[config.mk]
export PLATFORM = sky130hd
export DESIGN_NAME = mbx_top
export DESIGN_NICKNAME = d
export VERILOG_FILES = /design/src/rtl/mbx_pkg.sv /design/src/rtl/mbx_ring.sv /design/src/rtl/mbx_ctrl.sv /design/src/rtl/mbx_top.sv
export SDC_FILE = /design/constraint.sdc
export NUM_CORES = 1
export LEC_CHECK = 0
export CORE_ASPECT_RATIO = 0.75
export CORE_MARGIN = 1.5
export CORE_UTILIZATION = 54
export DETAILED_ROUTE_END_ITERATION = 8
export HOLD_SLACK_MARGIN = 0.1
export PLACE_DENSITY = 0.76
export SKIP_CTS_REPAIR_TIMING = 1
export SLEW_MARGIN = 40
export SYNTH_ARGS = -nofsm -noshare
export SYNTH_HDL_FRONTEND = slang
export SYNTH_SLANG_ARGS = --single-unit
[constraint.sdc]
create_clock -name clk -period 6.5 [get_ports clk]
set_input_delay 1.625 -clock clk [delete_from_list [all_inputs] [get_ports clk]]
set_output_delay 1.625 -clock clk [all_outputs]
set_load 0.05 [all_outputs]
[src/rtl/mbx_pkg.sv]
package mbx_pkg;

    localparam int BIT_IE  = 0;
    localparam int BIT_IS  = 1;
    localparam int BIT_DB  = 2;
    localparam int BIT_RDY = 3;
    localparam int BIT_RST = 4;

    typedef enum logic [1:0] {
        A_OWN  = 2'd0,
        A_PEER = 2'd1,
        A_WIN  = 2'd2,
        A_NONE = 2'd3
    } mbx_addr_e;

    typedef struct packed {
        logic [7:0] wp;
        logic [7:0] rp;
        logic       ovf;
    } ring_st_t;

    typedef struct packed {
        logic h_ie;
        logic h_is;
        logic h_rdy;
        logic h_rst;
        logic e_ie;
        logic e_is;
        logic e_rdy;
    } flags_t;

    typedef struct packed {
        logic [31:0] h;
        logic [31:0] e;
    } rdata_t;

endpackage

[src/rtl/mbx_ring.sv]
module mbx_ring
    import mbx_pkg::*;
#(
    parameter int DEPTH = 8,
    parameter int DW    = 32
) (
    input  logic          clk,
    input  logic          rst_n,
    input  logic          clr,
    input  logic          push,
    input  logic [DW-1:0] push_data,
    input  logic          pop,
    output logic [DW-1:0] pop_data,
    output logic [7:0]    wr_ptr,
    output logic [7:0]    rd_ptr,
    output logic          ovf
);
    localparam int         AW     = $clog2(DEPTH);
    localparam logic [7:0] DEPTH8 = 8'(DEPTH);

    ring_st_t      st_d, st_q;
    logic [DW-1:0] mem_q [DEPTH];
    logic [7:0]    fill;
    logic          full, empty, accept;

    always_comb begin
        st_d   = st_q;
        fill   = st_q.wp - st_q.rp;
        full   = (fill == DEPTH8);
        empty  = (fill == 8'd0);
        accept = push && !full && !clr;
        if (clr) begin
            st_d = '0;
        end else begin
            if (push) begin
                if (full) st_d.ovf = 1'b1;
                else      st_d.wp  = st_q.wp + 8'd1;
            end
            if (pop && !empty) st_d.rp = st_q.rp + 8'd1;
        end
    end

    always_ff @(posedge clk or negedge rst_n) begin
        if (!rst_n) st_q <= '0;
        else        st_q <= st_d;
    end

    always_ff @(posedge clk) begin
        if (accept) mem_q[st_q.wp[AW-1:0]] <= push_data;
    end

    assign pop_data = empty ? '0 : mem_q[st_q.rp[AW-1:0]];
    assign wr_ptr   = st_q.wp;
    assign rd_ptr   = st_q.rp;
    assign ovf      = st_q.ovf;

    // fill never exceeds the depth
    p_no_overflow_r3: assert property (@(posedge clk) disable iff (!rst_n)
        fill <= DEPTH8);
    // a push into a full ring is dropped and flagged
    p_full_drop_r3: assert property (@(posedge clk) disable iff (!rst_n)
        (push && full && !clr) |=> ($stable(st_q.wp) && st_q.ovf));
    // a pop from an empty ring does not move the read pointer
    p_empty_pop_r4: assert property (@(posedge clk) disable iff (!rst_n)
        (pop && empty && !clr) |=> $stable(st_q.rp));
    // a clear empties the ring and drops the overflow flag
    p_clr_r8: assert property (@(posedge clk) disable iff (!rst_n)
        clr |=> (st_q.wp == 8'd0 && st_q.rp == 8'd0 && !st_q.ovf));

endmodule

[src/rtl/mbx_ctrl.sv]
module mbx_ctrl
    import mbx_pkg::*;
(
    input  logic       clk,
    input  logic       rst_n,
    input  logic       h_we,
    input  logic [4:0] h_bits,
    input  logic       e_we,
    input  logic [3:0] e_bits,
    output flags_t     flags
);
    flags_t st_d, st_q;
    logic   h_db, e_db, rst_rise;

    always_comb begin
        st_d     = st_q;
        h_db     = h_we && h_bits[BIT_DB];
        e_db     = e_we && e_bits[BIT_DB];
        rst_rise = h_we && h_bits[BIT_RST] && !st_q.h_rst;

        if (h_we) begin
            st_d.h_ie  = h_bits[BIT_IE];
            st_d.h_rst = h_bits[BIT_RST];
            st_d.h_rdy = h_bits[BIT_RDY];
            if (h_bits[BIT_IS]) st_d.h_is = 1'b0;
        end
        if (st_d.h_rst) st_d.h_rdy = 1'b0;

        if (e_we) begin
            st_d.e_ie  = e_bits[BIT_IE];
            st_d.e_rdy = e_bits[BIT_RDY];
            if (e_bits[BIT_IS]) st_d.e_is = 1'b0;
        end

        if (e_db || (st_d.e_rdy != st_q.e_rdy)) st_d.h_is = 1'b1;
        if (h_db || (st_d.h_rdy != st_q.h_rdy) || rst_rise) st_d.e_is = 1'b1;
    end

    always_ff @(posedge clk or negedge rst_n) begin
        if (!rst_n) st_q <= '0;
        else        st_q <= st_d;
    end

    assign flags = st_q;

    // write-one clears host status when nothing sets it
    p_w1c_r5: assert property (@(posedge clk) disable iff (!rst_n)
        (h_we && h_bits[BIT_IS] && !e_we) |=> !st_q.h_is);
    // engine doorbell reaches the host
    p_db_to_host_r6: assert property (@(posedge clk) disable iff (!rst_n)
        (e_we && e_bits[BIT_DB]) |=> st_q.h_is);
    // host doorbell reaches the engine
    p_db_to_eng_r7: assert property (@(posedge clk) disable iff (!rst_n)
        (h_we && h_bits[BIT_DB]) |=> st_q.e_is);
    // repeated reset while held raises no new event
    p_rst_ignored_r9: assert property (@(posedge clk) disable iff (!rst_n)
        (h_we && h_bits[BIT_RST] && st_q.h_rst && !h_bits[BIT_DB] && !st_q.e_is)
        |=> !st_q.e_is);

endmodule

[src/rtl/mbx_top.sv]
module mbx_top
    import mbx_pkg::*;
#(
    parameter int DEPTH = 8
) (
    input  logic        clk,
    input  logic        rst_n,
    input  logic        host_req,
    input  logic        host_we,
    input  logic [1:0]  host_addr,
    input  logic [31:0] host_wdata,
    output logic [31:0] host_rdata,
    output logic        host_irq,
    input  logic        eng_req,
    input  logic        eng_we,
    input  logic [1:0]  eng_addr,
    input  logic [31:0] eng_wdata,
    output logic [31:0] eng_rdata,
    output logic        eng_irq
);
    localparam logic [7:0] DEPTH8 = 8'(DEPTH);

    flags_t      fl;
    rdata_t      rd_d, rd_q;
    mbx_addr_e   h_a, e_a;
    logic        h_wr, h_rd, e_wr, e_rd;
    logic        h2e_push, h2e_pop, e2h_push, e2h_pop;
    logic [31:0] h2e_data, e2h_data;
    logic [7:0]  h2e_wp, h2e_rp, e2h_wp, e2h_rp;
    logic        h2e_ovf, e2h_ovf;
    logic [31:0] host_csr, eng_csr;

    assign h_a  = mbx_addr_e'(host_addr);
    assign e_a  = mbx_addr_e'(eng_addr);
    assign h_wr = host_req && host_we;
    assign h_rd = host_req && !host_we;
    assign e_wr = eng_req && eng_we;
    assign e_rd = eng_req && !eng_we;

    assign h2e_push = h_wr && (h_a == A_WIN) && !fl.h_rst;
    assign e2h_pop  = h_rd && (h_a == A_WIN) && !fl.h_rst;
    assign e2h_push = e_wr && (e_a == A_WIN) && !fl.h_rst;
    assign h2e_pop  = e_rd && (e_a == A_WIN) && !fl.h_rst;

    mbx_ctrl u_ctrl (
        .clk    (clk),
        .rst_n  (rst_n),
        .h_we   (h_wr && (h_a == A_OWN)),
        .h_bits (host_wdata[4:0]),
        .e_we   (e_wr && (e_a == A_OWN)),
        .e_bits (eng_wdata[3:0]),
        .flags  (fl)
    );

    mbx_ring #(.DEPTH(DEPTH), .DW(32)) u_h2e (
        .clk       (clk),
        .rst_n     (rst_n),
        .clr       (fl.h_rst),
        .push      (h2e_push),
        .push_data (host_wdata),
        .pop       (h2e_pop),
        .pop_data  (h2e_data),
        .wr_ptr    (h2e_wp),
        .rd_ptr    (h2e_rp),
        .ovf       (h2e_ovf)
    );

    mbx_ring #(.DEPTH(DEPTH), .DW(32)) u_e2h (
        .clk       (clk),
        .rst_n     (rst_n),
        .clr       (fl.h_rst),
        .push      (e2h_push),
        .push_data (eng_wdata),
        .pop       (e2h_pop),
        .pop_data  (e2h_data),
        .wr_ptr    (e2h_wp),
        .rd_ptr    (e2h_rp),
        .ovf       (e2h_ovf)
    );

    assign host_csr = {DEPTH8, h2e_wp, h2e_rp, 2'b00, h2e_ovf, fl.h_rst,
                       fl.h_rdy, 1'b0, fl.h_is, fl.h_ie};
    assign eng_csr  = {DEPTH8, e2h_wp, e2h_rp, 2'b00, e2h_ovf, fl.h_rst,
                       fl.e_rdy, 1'b0, fl.e_is, fl.e_ie};

    always_comb begin
        rd_d = rd_q;
        if (h_rd) begin
            case (h_a)
                A_OWN:   rd_d.h = host_csr;
                A_PEER:  rd_d.h = eng_csr;
                A_WIN:   rd_d.h = fl.h_rst ? 32'd0 : e2h_data;
                default: rd_d.h = 32'd0;
            endcase
        end
        if (e_rd) begin
            case (e_a)
                A_OWN:   rd_d.e = eng_csr;
                A_PEER:  rd_d.e = host_csr;
                A_WIN:   rd_d.e = fl.h_rst ? 32'd0 : h2e_data;
                default: rd_d.e = 32'd0;
            endcase
        end
    end

    always_ff @(posedge clk or negedge rst_n) begin
        if (!rst_n) rd_q <= '0;
        else        rd_q <= rd_d;
    end

    assign host_rdata = rd_q.h;
    assign eng_rdata  = rd_q.e;
    assign host_irq   = fl.h_ie && fl.h_is;
    assign eng_irq    = fl.e_ie && fl.e_is;

endmodule

# Yosys cells after proc, flatten, opt, wreduce, memory -nomap -nowiden
# Memories as Yosys holds them, arrays and structs flattened.
# Cells that the tools add are included.
[classes]
n_addsub = 6
n_mul = 0
div = 0
magnitude_cmp = 0
eq_ne = 10
n_shift = 0
mux = 29
bitwise = 0
reduce_logical = 56
[ops]
columns = ["operator", "count"]
rows = [
  ["$pmux 32 s3", 2],
  ["$mux 32", 4],
  ["$mux 8", 6],
  ["$mux 17", 2],
  ["$add 8x1->8 const B", 4],
  ["$logic_and 1x1->1", 26],
  ["$reduce_bool 2->1", 10],
  ["$eq 8x4->1 const B", 2],
  ["$logic_not 8->1", 2],
  ["$sub 8x8->8", 2],
  ["$mux 1", 13],
  ["$reduce_and 2->1", 6],
  ["$logic_not 1->1", 7],
  ["$eq 2x1->1 const B", 2],
  ["$eq 2x2->1 const B", 2],
  ["$logic_not 2->1", 2],
  ["$ne 2x2->1 const B", 2],
  ["$logic_or 1x1->1", 3],
  ["$mux 3", 1],
  ["$mux 2", 1],
  ["$ne 1x1->1", 2],
]
[word_totals]
regBits = 105
latchBits = 0
ram_bits = 512
romBits = 0
inputBits = 74
output_inout_bits = 66
word_cells = 118
mem_count = 2
[memory_table]
columns = ["memory", "words", "width", "read_ports", "rd_ports_with_merged_regs", "write_ports", "line", "source"]
rows = [
  ["u_e2h.mem_q", 8, 32, 1, 0, 1, "mbx_ring.sv:22", "logic [DW-1:0] mem_q [DEPTH];"],
  ["u_h2e.mem_q", 8, 32, 1, 0, 1, "mbx_ring.sv:22", ""],
]

# Logic depth before layout (Yosys ltp)
[depth]
ltp_word = 9
mapped_depth = 13
depth_no_buf = 9

# By module
# A second synthesis with hierarchy kept.
[hier_totals]
hier_cells = 1519
hier_area_um2 = 25385.6
[modules_own_cells]
columns = ["module", "n_inst", "cells_each", "area_per_inst_um2", "seq_area_each_um2"]
rows = [
  ["mbx_ring (u_e2h)", 1, 590, 10966.8, 8112.8],
  ["mbx_ring (u_h2e)", 1, 595, 10961.8, 8112.8],
  ["mbx_top", 1, 306, 3141.8, 1601.5],
  ["mbx_ctrl", 1, 28, 315.3, 175.2],
]

# Least setup slack after synthesis
# OpenSTA, ideal clock, no wires.
[synth_path]
path_type = "register -> register"
from = "register u_h2e.st_q, in the netlist u_h2e.rd_ptr[1]"
to = "memory u_h2e.mem_q[6][0], enable pin"
setup_time_ns = 0.513
arrival_time_ns = 5.961
required_time_ns = 5.987
path_slack_ns = 0.025
stages_incl_launch_ff = 12
path_buffers = 3
synth_period_minus_slack_ns = 6.475
path_cell_list = "dfrtp_1 > clkbuf_1 > buf_1 > clkbuf_1 > inv_1 > ha_1 > nand2b_1 > a211o_1 > mux2i_1 > o2111ai_2 > o211ai_1 > nor4b_1"
[synth_between]
elab_chain_cells = 7
[synth_rtl]
columns = ["element", "line", "source"]
rows = [
  ["from (decl)", "mbx_ring.sv:21", "ring_st_t st_d, st_q;"],
  ["from (signal assigned)", "mbx_ring.sv:45", "else st_q <= st_d;"],
  ["$sub 8x8->8", "mbx_ring.sv:28", "fill = st_q.wp - st_q.rp;"],
  ["$eq 8x4->1", "mbx_ring.sv:29", "full = (fill == DEPTH8);"],
  ["$logic_not 1->1", "mbx_ring.sv:31", "accept = push && !full && !clr;"],
  ["$logic_and 1x1->1 (2 in series)", "mbx_ring.sv:31", ""],
  ["$mux 1", "mbx_ring.sv:49", "if (accept) mem_q[st_q.wp[AW-1:0]] <= push_data;"],
  ["$mux 1 (not written as such)", "mbx_ring.sv:49", ""],
  ["to (decl)", "mbx_ring.sv:22", ""],
]
# No other way between the ends.

# Worst setup path in the final report
[layout_path]
from = "input host_addr[0]"
to = "memory u_h2e.mem_q[3][10], enable pin"
[layout_between]
elab_chain_cells = 7
[layout_rtl]
columns = ["element", "line", "source"]
rows = [
  ["from (decl)", "mbx_top.sv:10", "input logic [1:0] host_addr,"],
  ["$eq 2x2->1", "mbx_top.sv:40", "assign h2e_push = h_wr && (h_a == A_WIN) && !fl.h_rst;"],
  ["$logic_and 1x1->1 (2 in series)", "mbx_top.sv:40", ""],
  ["$logic_and 1x1->1 (2 in series)", "mbx_ring.sv:31", ""],
  ["$mux 1", "mbx_ring.sv:49", ""],
  ["$mux 1 (not written as such)", "mbx_ring.sv:49", ""],
]
# No other way between the ends.

==> summary.md <==
| Metric | Value |
|---|---|
| Post-synthesis sequential area ratio | `72.06%` |
| CTS max path bufs | `3` |
| Most common cell after layout, fill and taps aside | `edfxtp_1` |
| Async set-or-reset flop fraction in the synthesized netlist | `17.02%` |
| R2r worst-path depth | `11` |
| Total of warnings raised by yosys | `0` |
| Pwr Total | `roughly 8.5 mW` |
| Initial Utilization | `a little over half` |
| Post-synth top flop | `edfxtp_1` |
| Met2 Usage GRT | `35.14%` |
| Chip height | `roughly 190 um` |
| R2R Path End | `u_h2e.mem_q[3][10]` |
| Status | `finished clean` |
| First-pass GRT wire length | `80890 um` |
| M1 GR Usage | `between 30 and 40%` |
| Fillers | `3064` |
| Critical path class | `input port to flop` |
| WP data required | `around 6.8 ns` |
| Critical Path AT | `4.56 ns` |
| Commonest cells after routing, fill and taps aside | `edfxtp_1 (512), clkdlybuf4s50_1 (138), mux4_2 (128)` |
| Crit path buf inv count | `3` |
| Final #Nets | `1602` |
| Setup slack, reg-to-reg | `2.31 ns` |
| Pwr/cell area | `289.8 nW/um^2` |
| Ant diodes | `0` |
| Post-Synthesis Cell Area | `24980 um^2` |
| Drt drc | `0` |
| Crit path cell chain | `clkdlybuf4s50_1 -> buf_4 -> nor3b_1 -> o21ai_2 -> or3_1 -> nor2_4 -> buf_8` |
| Hold_sp | `eng_rdata[26]` |
| Part of the power in registers | `51.9%` |
| Layout area overhead | `16.75%` |
| Detailed Route Iter0 Violations | `1154` |
| Logic pwr share | `~6.4%` |
| Reg2reg start | `u_h2e.rd_ptr[2]` |
| Period utilization | `around 66%` |
| Post-Place Cells | `2048` |
| Grt total ovfl | `0` |
| # H-tree levels | `2` |
| TritonCTS Sinks | `slightly above 600` |
| Syn Area/Cell | `18.44 um^2` |
| Clock power share | `41.7%` |
| PortBufs | `approximately 140` |
| Top-Level Pins | `140` |
| Number of max-cap violations | `0` |
| 1st-pass router iterations | `5` |
| Via density per instance | `6.104` |
| GRT Resource Usage Total | `a little under a quarter` |
| Leakage | `just over 10 nW` |
| Total CTS buffers | `55` |
| Initial antenna violation count | `1` |
| Final hold vios | `0` |
| Root buffer selected by CTS | `clkbuf_16` |
| Mapped Nets | `1447` |
| GRT met3 Usage | `under 10%` |
| NetSw | `1.803 mW` |
| Non-Filler Instances | `2152` |
| EDFF count, synth | `512` |
| RSZ-0062 raised after global routing | `no` |
| Synth Instances | `1355` |
| Die area | `47570 um^2` |
| Cell family with most CP delay | `simple AND/OR/NAND/NOR gates` |
| Final WL | `53150 um` |
| WL/cell | `24.70 um` |
| F_max | `0.2347 GHz` |
| Worst-case clock skew | `0.02043 ns` |
| Synthesis-stage register bit count | `617` |
| CTS tree | `done` |
| Crit path time final | `between 4 and 5 ns` |
| Core ar. | `45860 um^2` |
| HP Class | `flop to flop` |
| Int Pwr | `6.650 mW` |
| CP startpoint kind | `input port` |
| Yosys top cell by area | `edfxtp_1` |
| Synth top area cells | `edfxtp_1 (62%), mux4_2 (12%), dfrtp_1 (11%), mux2i_1 (4.3%), nand2_1 (1.4%)` |
| Site Rows | `68` |
| Hold worst-path end | `eng_rdata[26]` |
| Largest net degree at the start of global routing | `72` |
| Dpl hpwl | `31740 um` |
| Routability cong. | `0.8232` |
| Crit-path slowest cell | `nor3b_1` |
| Peak supply drop | `204.0 uV` |
| Hold depth | `2` |
| Crit path largest cell delay | `0.65 ns` |
| Sum Neg Setup Slack | `0 ns` |
| Clk Latency, worst-skew pair | `0.62 ns` |
| Die span in x | `about 250 um` |
| Slew headroom | `45.25%` |
| Vias in the first global route | `13152` |
| Worst setup EP type | `flop` |
| Final number of setup-violating endpoints | `0` |
| Vias | `13136` |
| Detail Route Antenna Nets | `0` |
| Share of post-route cells with drive strength above 1 | `20.62%` |
| Most Crowded Layer GR | `met2` |
| CP Max Fanout | `24` |
| Top cell type's share of synthesized area | `61.54%` |
| Clock-pin slew on the worst setup and hold paths | `0.06 ns` |
| Final Max Slew Viols | `0` |
| Post-synth cell types | `63` |
| Sw Ratio | `21.33%` |
| Actual slew at the worst max-slew pin | `0.8149 ns` |
-- power by group through the flow --
stage	clock network, mW	logic (mW)	registers, mW
6_report	3.52	0.543	4.39
5_1_grt	3.72	0.578	4.39
4_1_cts	3.58	0.545	4.39
3_5_place_dp	0	0.542	4.47
3_3_place_gp	0	0.530	4.47
2_1_floorplan	0	0.238	4.53
-- routing by layer --
layer  vias to the layer above  part of all wire (%)
li1                       5776                     -
met3                        73                   6.4
met4                         0                   2.2
met5                         -                     0
met1                      6831                    44
met2                       456                    47
-- per-stage QoR --
step	area, um^2	utilization, %	hold WS (ns)	setup WS [ns]
global placement	27120	59.14	0.4669	1.276
finish	29170	63.60	0.4810	2.240
global route	29170	63.60	0.5125	2.070
CTS	29150	63.56	0.4877	2.104
detailed placement	27150	59.20	0.4729	1.480
floorplan	24980	-	0.4768	0.02540
-- flip-flops by register name (all words and copies together) (netlist names) --
name / flops
u_h2e.rd_ptr: 8
u_e2h.rd_ptr: 8
u_h2e.ovf: 1
u_e2h.wr_ptr: 8
u_ctrl.flags: 7
u_h2e.wr_ptr: 8
u_e2h.mem_q: 256
u_e2h.ovf: 1
host_rdata: 32
u_h2e.mem_q: 256
eng_rdata: 32
-- area by class of cell --
class	instances	area, um^2	share of cell area (%)
clock buffers	70	1534	5.259
multi-input cells	637	6653	22.81
clock inverters	34	466.7	1.600
flip-flops and latches	617	18010	61.76
inverters	26	97.59	0.3346
well taps	595	744.5	2.552
repair buffers	173	1659	5.688
-- synth_stat cells, types with 4 or more instances --
library cell,instances
a21oi_1,26
nand4_1,5
mux4_2,128
o21ai_1,11
dfrtp_1,105
a21o_1,8
o21ai_0,27
mux2_2,5
inv_1,23
buf_1,5
nor2_1,29
mux2i_1,107
o221ai_2,11
nor4_1,7
or3_1,12
clkbuf_1,48
nand3_1,21
xnor2_1,9
nor3_1,12
nand2b_1,6
or4_1,6
a21oi_2,7
nand2_1,94
xor2_1,6
o221ai_1,29
ha_1,18
o31ai_1,6
nor3b_1,4
edfxtp_1,512
buf_2,18
-- worst max-delay path by stage --
| stage | cells past startpoint | from | endpoint | slack [ns] |
|---|---|---|---|---|
| after floorplan | 11 | u_h2e.rd_ptr[1] | u_h2e.mem_q[6][0] | 0.03 |
| after global placement | 6 | host_addr[0] | u_h2e.mem_q[3][8] | 1.28 |
| after detailed placement | 7 | host_addr[0] | u_h2e.mem_q[3][0] | 1.48 |
| after CTS | 7 | host_addr[0] | u_h2e.mem_q[3][8] | 2.10 |
| after global routing | 11 | u_h2e.rd_ptr[2] | u_h2e.mem_q[3][10] | 2.07 |
| final | 7 | host_addr[0] | u_h2e.mem_q[3][10] | 2.24 |
-- kinds of logic (layout without fill, tap and decap cells) --
logic type	count (synthesis)	after routing	synth area share [%]
AOI/OAI and AO/OA	151	151	4.598
xor gates and xnor gates	15	15	0.5259
adders and majority gates	18	18	0.9015
buffers and inverters	101	303	1.763
DFF	617	617	72.06
muxes	240	240	16.05
and+or+nand+nor	213	213	4.097
-- worst min-delay path, stage by stage, from the launching register on --
cell and delay, ns:
dfrtp_1 0.34, nand2_1 0.04, o21ai_0 0.06
(Power assumes the default switching activity.)
